`src/rtl/div_pkg.sv`:
```
// Package: shared types for the sequential divider.
// Assumes nothing beyond a two-state control sequence.
package div_pkg;
    typedef enum logic {
        DIV_IDLE = 1'b0,
        DIV_RUN  = 1'b1
    } div_state_t;
endpackage

```
`src/rtl/div_operand_prep.sv`:
```
// Module: converts raw operands into magnitudes and sign flags.
// Assumes two's-complement inputs when is_signed is set; the magnitude
// of the most negative value is represented correctly as an unsigned W-bit word.
module div_operand_prep #(
    parameter int W = 32
) (
    input  logic         is_signed,
    input  logic [W-1:0] dividend,
    input  logic [W-1:0] divisor,
    output logic [W-1:0] dvd_mag,
    output logic [W-1:0] dvs_mag,
    output logic         dvd_neg,
    output logic         dvs_neg
);
    // Purpose: pick operand signs and take absolute values in signed mode.
    always_comb begin
        dvd_neg = is_signed & dividend[W-1];
        dvs_neg = is_signed & divisor[W-1];
        dvd_mag = dvd_neg ? (~dividend + 1'b1) : dividend;
        dvs_mag = dvs_neg ? (~divisor + 1'b1) : divisor;
    end
endmodule

```
`src/rtl/div_restore_core.sv`:
```
// Module: unsigned shift-first restoring division over W steps.
// A (2W+1)-bit working register holds the partial remainder in its upper
// W+1 bits and collects quotient bits in its lower W bits. Assumes start
// is only honoured while idle; operands are captured on acceptance.
module div_restore_core
    import div_pkg::*;
#(
    parameter int W = 32
) (
    input  logic         clk,
    input  logic         rst_n,
    input  logic         start,
    input  logic [W-1:0] dvd_mag,
    input  logic [W-1:0] dvs_mag,
    output logic         busy,
    output logic         done,
    output logic [W-1:0] quo_mag,
    output logic [W-1:0] rem_mag
);
    localparam int STEPS = W;
    localparam int CW    = $clog2(STEPS + 1);
    localparam int AW    = 2 * W + 1;

    div_state_t      state_q;
    logic [AW-1:0]   acc_q;
    logic [W-1:0]    dvs_q;
    logic [CW-1:0]   step_q;
    logic            done_q;

    logic [W:0]      upper;
    logic            no_fit;
    logic [W-1:0]    trial;
    logic [W-1:0]    new_upper;
    logic [AW-1:0]   acc_step;
    logic            last_step;

    // Purpose: one trial subtraction and the shifted register for this step.
    always_comb begin
        upper     = acc_q[AW-1:W];
        no_fit    = upper < {1'b0, dvs_q};
        trial     = upper[W-1:0] - dvs_q;
        new_upper = no_fit ? upper[W-1:0] : trial;
        acc_step  = {new_upper, acc_q[W-1:0], ~no_fit};
        last_step = step_q == CW'(STEPS - 1);
    end

    // Purpose: sequence load, W steps and the one-cycle completion pulse.
    always_ff @(posedge clk) begin
        if (!rst_n) begin
            state_q <= DIV_IDLE;
            acc_q   <= '0;
            dvs_q   <= '0;
            step_q  <= '0;
            done_q  <= 1'b0;
        end else begin
            done_q <= 1'b0;
            case (state_q)
                DIV_IDLE: begin
                    if (start) begin
                        acc_q   <= {{W{1'b0}}, dvd_mag, 1'b0};
                        dvs_q   <= dvs_mag;
                        step_q  <= '0;
                        state_q <= DIV_RUN;
                    end
                end
                DIV_RUN: begin
                    acc_q  <= acc_step;
                    step_q <= step_q + 1'b1;
                    if (last_step) begin
                        state_q <= DIV_IDLE;
                        done_q  <= 1'b1;
                    end
                end
                default: state_q <= DIV_IDLE;
            endcase
        end
    end

    assign busy    = state_q == DIV_RUN;
    assign done    = done_q;
    assign quo_mag = acc_q[W-1:0];
    assign rem_mag = acc_q[AW-1:W+1];

    // an idle start leads to a busy cycle next.
    assert_start_accept_R2: assert property (@(posedge clk) disable iff (!rst_n)
        (start && !busy) |=> busy);
    // the step counter never passes the step count while running.
    assert_step_bound_R2: assert property (@(posedge clk) disable iff (!rst_n)
        busy |-> (step_q < CW'(STEPS)));
    // completion is a single-cycle pulse and never overlaps a run.
    assert_done_pulse_R8: assert property (@(posedge clk) disable iff (!rst_n)
        done |=> !done);
    assert_done_idle_R8: assert property (@(posedge clk) disable iff (!rst_n)
        done |-> !busy);
    // the captured divisor is untouched while a run is in progress.
    assert_divisor_held_R9: assert property (@(posedge clk) disable iff (!rst_n)
        busy |=> $stable(dvs_q));
endmodule

```
`src/rtl/div_result_fix.sv`:
```
// Module: applies signs to the unsigned quotient and remainder.
// Assumes the flags were captured with the operands. A zero divisor keeps
// the all-ones quotient unchanged; the remainder follows the dividend's sign.
module div_result_fix #(
    parameter int W = 32
) (
    input  logic [W-1:0] quo_mag,
    input  logic [W-1:0] rem_mag,
    input  logic         dvd_neg,
    input  logic         dvs_neg,
    input  logic         dvs_zero,
    output logic [W-1:0] quotient,
    output logic [W-1:0] remainder
);
    logic flip_q;

    // Purpose: negate quotient on sign mismatch and remainder on negative dividend.
    always_comb begin
        flip_q    = (dvd_neg ^ dvs_neg) & ~dvs_zero;
        quotient  = flip_q  ? (~quo_mag + 1'b1) : quo_mag;
        remainder = dvd_neg ? (~rem_mag + 1'b1) : rem_mag;
    end
endmodule

```
`src/rtl/seq_divider.sv`:
```
// Module: top of the multi-cycle signed/unsigned divider.
// Assumes start is a level sampled on rising edges; it is accepted only when
// busy is low. Outputs are valid from the done pulse until the next accepted start.
module seq_divider #(
    parameter int W = 32
) (
    input  logic         clk,
    input  logic         rst_n,
    input  logic         start,
    input  logic         is_signed,
    input  logic [W-1:0] dividend,
    input  logic [W-1:0] divisor,
    output logic         busy,
    output logic         done,
    output logic [W-1:0] quotient,
    output logic [W-1:0] remainder
);
    logic [W-1:0] dvd_mag, dvs_mag, quo_mag, rem_mag;
    logic         dvd_neg, dvs_neg;
    logic         dvd_neg_q, dvs_neg_q, dvs_zero_q, signed_q;
    logic         accept;

    assign accept = start & ~busy;

    div_operand_prep #(.W(W)) u_prep (
        .is_signed (is_signed),
        .dividend  (dividend),
        .divisor   (divisor),
        .dvd_mag   (dvd_mag),
        .dvs_mag   (dvs_mag),
        .dvd_neg   (dvd_neg),
        .dvs_neg   (dvs_neg)
    );

    div_restore_core #(.W(W)) u_core (
        .clk     (clk),
        .rst_n   (rst_n),
        .start   (start),
        .dvd_mag (dvd_mag),
        .dvs_mag (dvs_mag),
        .busy    (busy),
        .done    (done),
        .quo_mag (quo_mag),
        .rem_mag (rem_mag)
    );

    // Purpose: hold the sign and zero-divisor flags of the accepted operands.
    always_ff @(posedge clk) begin
        if (!rst_n) begin
            dvd_neg_q  <= 1'b0;
            dvs_neg_q  <= 1'b0;
            dvs_zero_q <= 1'b0;
            signed_q   <= 1'b0;
        end else if (accept) begin
            dvd_neg_q  <= dvd_neg;
            dvs_neg_q  <= dvs_neg;
            dvs_zero_q <= divisor == '0;
            signed_q   <= is_signed;
        end
    end

    div_result_fix #(.W(W)) u_fix (
        .quo_mag   (quo_mag),
        .rem_mag   (rem_mag),
        .dvd_neg   (dvd_neg_q),
        .dvs_neg   (dvs_neg_q),
        .dvs_zero  (dvs_zero_q),
        .quotient  (quotient),
        .remainder (remainder)
    );

    // nothing is in flight or completing straight after reset.
    assert_reset_idle_R1: assert property (@(posedge clk)
        !rst_n |=> (!busy && !done));
    // a zero divisor completes with an all-ones quotient.
    assert_div_zero_R6: assert property (@(posedge clk) disable iff (!rst_n)
        (done && dvs_zero_q) |-> (quotient == '1));
    // a nonzero signed remainder carries the dividend's sign.
    assert_rem_sign_R5: assert property (@(posedge clk) disable iff (!rst_n)
        (done && signed_q && remainder != '0) |-> (remainder[W-1] == dvd_neg_q));
    // results hold while idle and no new start is accepted.
    assert_result_hold_R8: assert property (@(posedge clk) disable iff (!rst_n)
        (!busy && !start) |=> ($stable(quotient) && $stable(remainder)));
endmodule

```
`config.mk`:
```
export PLATFORM = sky130hd
export DESIGN_NAME = seq_divider
export DESIGN_NICKNAME = d
export VERILOG_FILES = /design/src/rtl/div_pkg.sv /design/src/rtl/div_operand_prep.sv /design/src/rtl/div_restore_core.sv /design/src/rtl/div_result_fix.sv /design/src/rtl/seq_divider.sv
export SDC_FILE = /design/constraint.sdc
export NUM_CORES = 1
export LEC_CHECK = 0
export ABC_AREA = 1
export BUFFER_PORTS_ARGS = -buffer_cell sky130_fd_sc_hd__buf_2
export CORE_UTILIZATION = 45
export CTS_BUF_LIST = sky130_fd_sc_hd__clkbuf_8
export DETAILED_ROUTE_END_ITERATION = 10
export GPL_TIMING_DRIVEN = 0
export PLACE_DENSITY = 0.67
export REMOVE_ABC_BUFFERS = 1
export SYNTH_ARGS = -nofsm -noshare
export SYNTH_HDL_FRONTEND = slang
export SYNTH_SLANG_ARGS = --single-unit
```
`constraint.sdc`:
```
create_clock -name clk -period 2.6 [get_ports clk]
set_input_delay 0.39 -clock clk [delete_from_list [all_inputs] [get_ports clk]]
set_output_delay 0.39 -clock clk [all_outputs]
set_load 0.1 [all_outputs]
```
==> impl_metrics.yaml <==
run_status:
  outcome: "complete, but fails checks"
  violations: "setup timing"
clock_tree:
  clockBufferDepth: 2
  hold_buffers: 0
  htreeDepth: 3
  clock_sink_count: 108
  tritoncts: "yes"
  cts-root-buf: "clkbuf_8"
  clock_latency_ns: 0.41
  clk_pin_slew_ns: 0.12
  cts_buffers: 9
timing:
  setup_tns_ns: -2.84
  maxSlewViolCount: 0
  setup_ws_ns: -0.301
  slew-limit-headroom_pct: 25.9
  hold_viol_final: 0
  fin_crit_sh_pct: 112
  holdWs_ns: 0.277
  fin_skew_ns: 0.0167
  tightest_slew_ns: 1.11
  fmax_mhz: 345
  setup_viol: 22
  finalCriticalPeriod_ns: 2.90
  rsz0062_at_grt: "yes"
worst_setup_path:
  worstSetupPathType: "reg2out"
  timing.rr.start: "u_core.acc_q[59]$_SDFFE_PN0P_"
  worst_setup_path_start_kind: "flip-flop"
  startpoint: "u_core.acc_q[2]$_SDFFE_PN0P_"
  cp-end-kind: "output port"
  critPathArrivalTime_ns: 2.51
  cp_data_required_time_ns: 2.21
  path_max_fanout: 7
die:
  initial_core_util_pct: 45.8
  dieArea_mm2: 0.0236
  rows: 55
  die_h_um: 154
  io-pin-count: 134
  die-width_um: 154
  core_mm2: 0.0226
run:
  max_cap_viol_count: 0
global_routing:
  grt.total_usage_pct: 28.8
  grt_pass1_vias: 10400
  antenna_found_initial: 1
  gr-total-overflow: 0
  grt_max_degree: 42
  grt_pass1_wl_um: 53900
synthesis:
  synth_cell_types: 46
  ys_seq_area_share_pct: 20.9
  ys.flop_type: "dfxtp_1"
  synth_edf_count: 0
  ys_warn_count: 0
  syn_area_per_cell_um2: 5.67
  ys_ff_latch: 108
  async_reset_ff_share_pct: 0
  postSynthCellCount: 1824
  synth_area_mm2: 0.0103
power:
  leakagePower_nw: 6.53
  p_per_area_mw_per_mm2: 1320
  ir_drop_mv: 1.36
layout:
  drive_gt1_share_pct: 17.8
  nFillCells: 2310
  fin_nets: 2071
  area_growth_pct: 24.4
detailed_routing:
  drt_wl_total_um: 36000
  via_per_inst: 5.35
  drtAntennaViolNets: 0
  wl_per_cell_um: 15.9
  drtIter0Drc: 1120
  dr_total_vias: 12100
  drtPass1Iterations: 5
  post-route-drc-count: 0
hold_path:
  min_path_type: "in2reg"
  worstHoldStart: "divisor[30]"
placed_design:
  hpwl_um: 26000
  place_congestion: 0.952
  io_buffer_count: 133
## path summary, 6_finish.rpt
check / end / slack, ns / cells past startpoint
max reg2reg: u_core.acc_q[62]$_SDFFE_PN0P_ / 0.14 / 11
min reg2reg: u_core.dvs_q[20]$_SDFFE_PN0P_ / 0.46 / 2
min: u_core.dvs_q[30]$_SDFFE_PN0P_ / 0.28 / 3
max: quotient[17] / -0.30 / 10
## where the power goes
| group | switching [mW] | internal, mW | leakage (nW) |
|---|---|---|---|
| logic | 9.19 | 4.35 | 5.55 |
| clock network | 0.696 | 0.367 | 0.0901 |
| registers | 0.416 | 1.92 | 0.893 |
| total | 10.3 | 6.64 | 6.53 |
## state kept, by name (all words and copies together) (netlist names)
signal         count
dvs_zero_q         1
u_core.dvs_q      32
dvd_neg_q          1
u_core.done        1
dvs_neg_q          1
u_core.busy        1
u_core.acc_q      65
u_core.step_q      6
## routing by layer
layer	track usage (%)	routed length [um]	share of wire, %	vias to the layer above
met5	0	0	0	-
met4	9.67	919	2.6	0
met3	3.24	2230	6.2	51
met2	45.2	16300	45	390
met1	40.9	16500	46	5526
li1	-	-	-	6098
## cells by family (layout without fill, tap and decap cells)
group	Yosys count	in the layout	synth area share, %
XOR/XNOR	72	72	6.10
flip-flops	108	108	20.9
other	0	1	0
AO/OA/AOI/OAI	202	202	11.3
AND/OR/NAND/NOR	1055	1059	43.9
adder cells (fa/ha/maj)	38	38	4.67
buffers and inverters	349	490	13.2
## cell usage in the layout, fill, tap and decap left out, types with 35 or more instances in the layout
cell / n
a21oi_1: 59
buf_2: 78
buf_4: 36
dfxtp_1: 90
ha_1: 35
inv_1: 278
nand2_1: 556
nand3_1: 200
nor2_1: 145
o21ai_0: 43
xor2_1: 47
## repair_timing
item	4_1_cts	5_1_grt
gates cloned	3	3
hold endpoints to repair	0	0
endpoints found under the setup margin	132	81
gates resized for setup	190	112
buffers inserted	17	20
pin swaps	27	33
## synth_stat cells, types with 19 or more instances
master	instances	area [um^2]
nand4_1	22	138
dfxtp_1	108	2160
clkbuf_1	24	90.1
nor2_1	162	608
nor3_1	28	140
o21ai_0	53	265
nand2_1	579	2170
a22oi_1	20	150
nand3_1	208	1040
xor2_1	54	473
inv_1	291	1090
a21oi_1	62	310
ha_1	37	463
o21ai_1	19	95.1
## stage by stage
stage                     area, um^2  std cells  power (mW)  util, %  worst slack, ns
after floorplan                10100       1775        10.9        -            -1.79
after global placement         11100       2193        13.3     49.3            -2.81
after detailed placement       11200       2196        13.3     49.6            -1.96
after CTS                      12200       2231        15.9     54.2           -0.152
after global routing           12900       2255        18.2     57.0           -0.385
final                          12900       2255        16.9     57.0           -0.301
## worst max-delay path, stage by stage (launching register included)
cell and delay [ns]:
dfxtp_4 0.38, nor3_4 0.23, nand3_2 0.13, nor3_4 0.23, nand2_2 0.11, nor2_4 0.25, buf_4 0.17, nand2_2 0.05
nand2_4 0.12, xor2_2 0.22, buf_12 0.21
## cell type report
type	count	area [um^2]	area share, %
Timing Repair Buffer	175	1570	12.2
Antenna cell	1	2.50	0.0195
Clock buffer	9	124	0.963
Clock inverter	6	56.3	0.438
Tap cell	285	357	2.77
Inverter	300	1150	8.97
Multi-Input combinational cell	1371	7400	57.6
Sequential cell	108	2200	17.1
(Power assumes the default switching activity.)
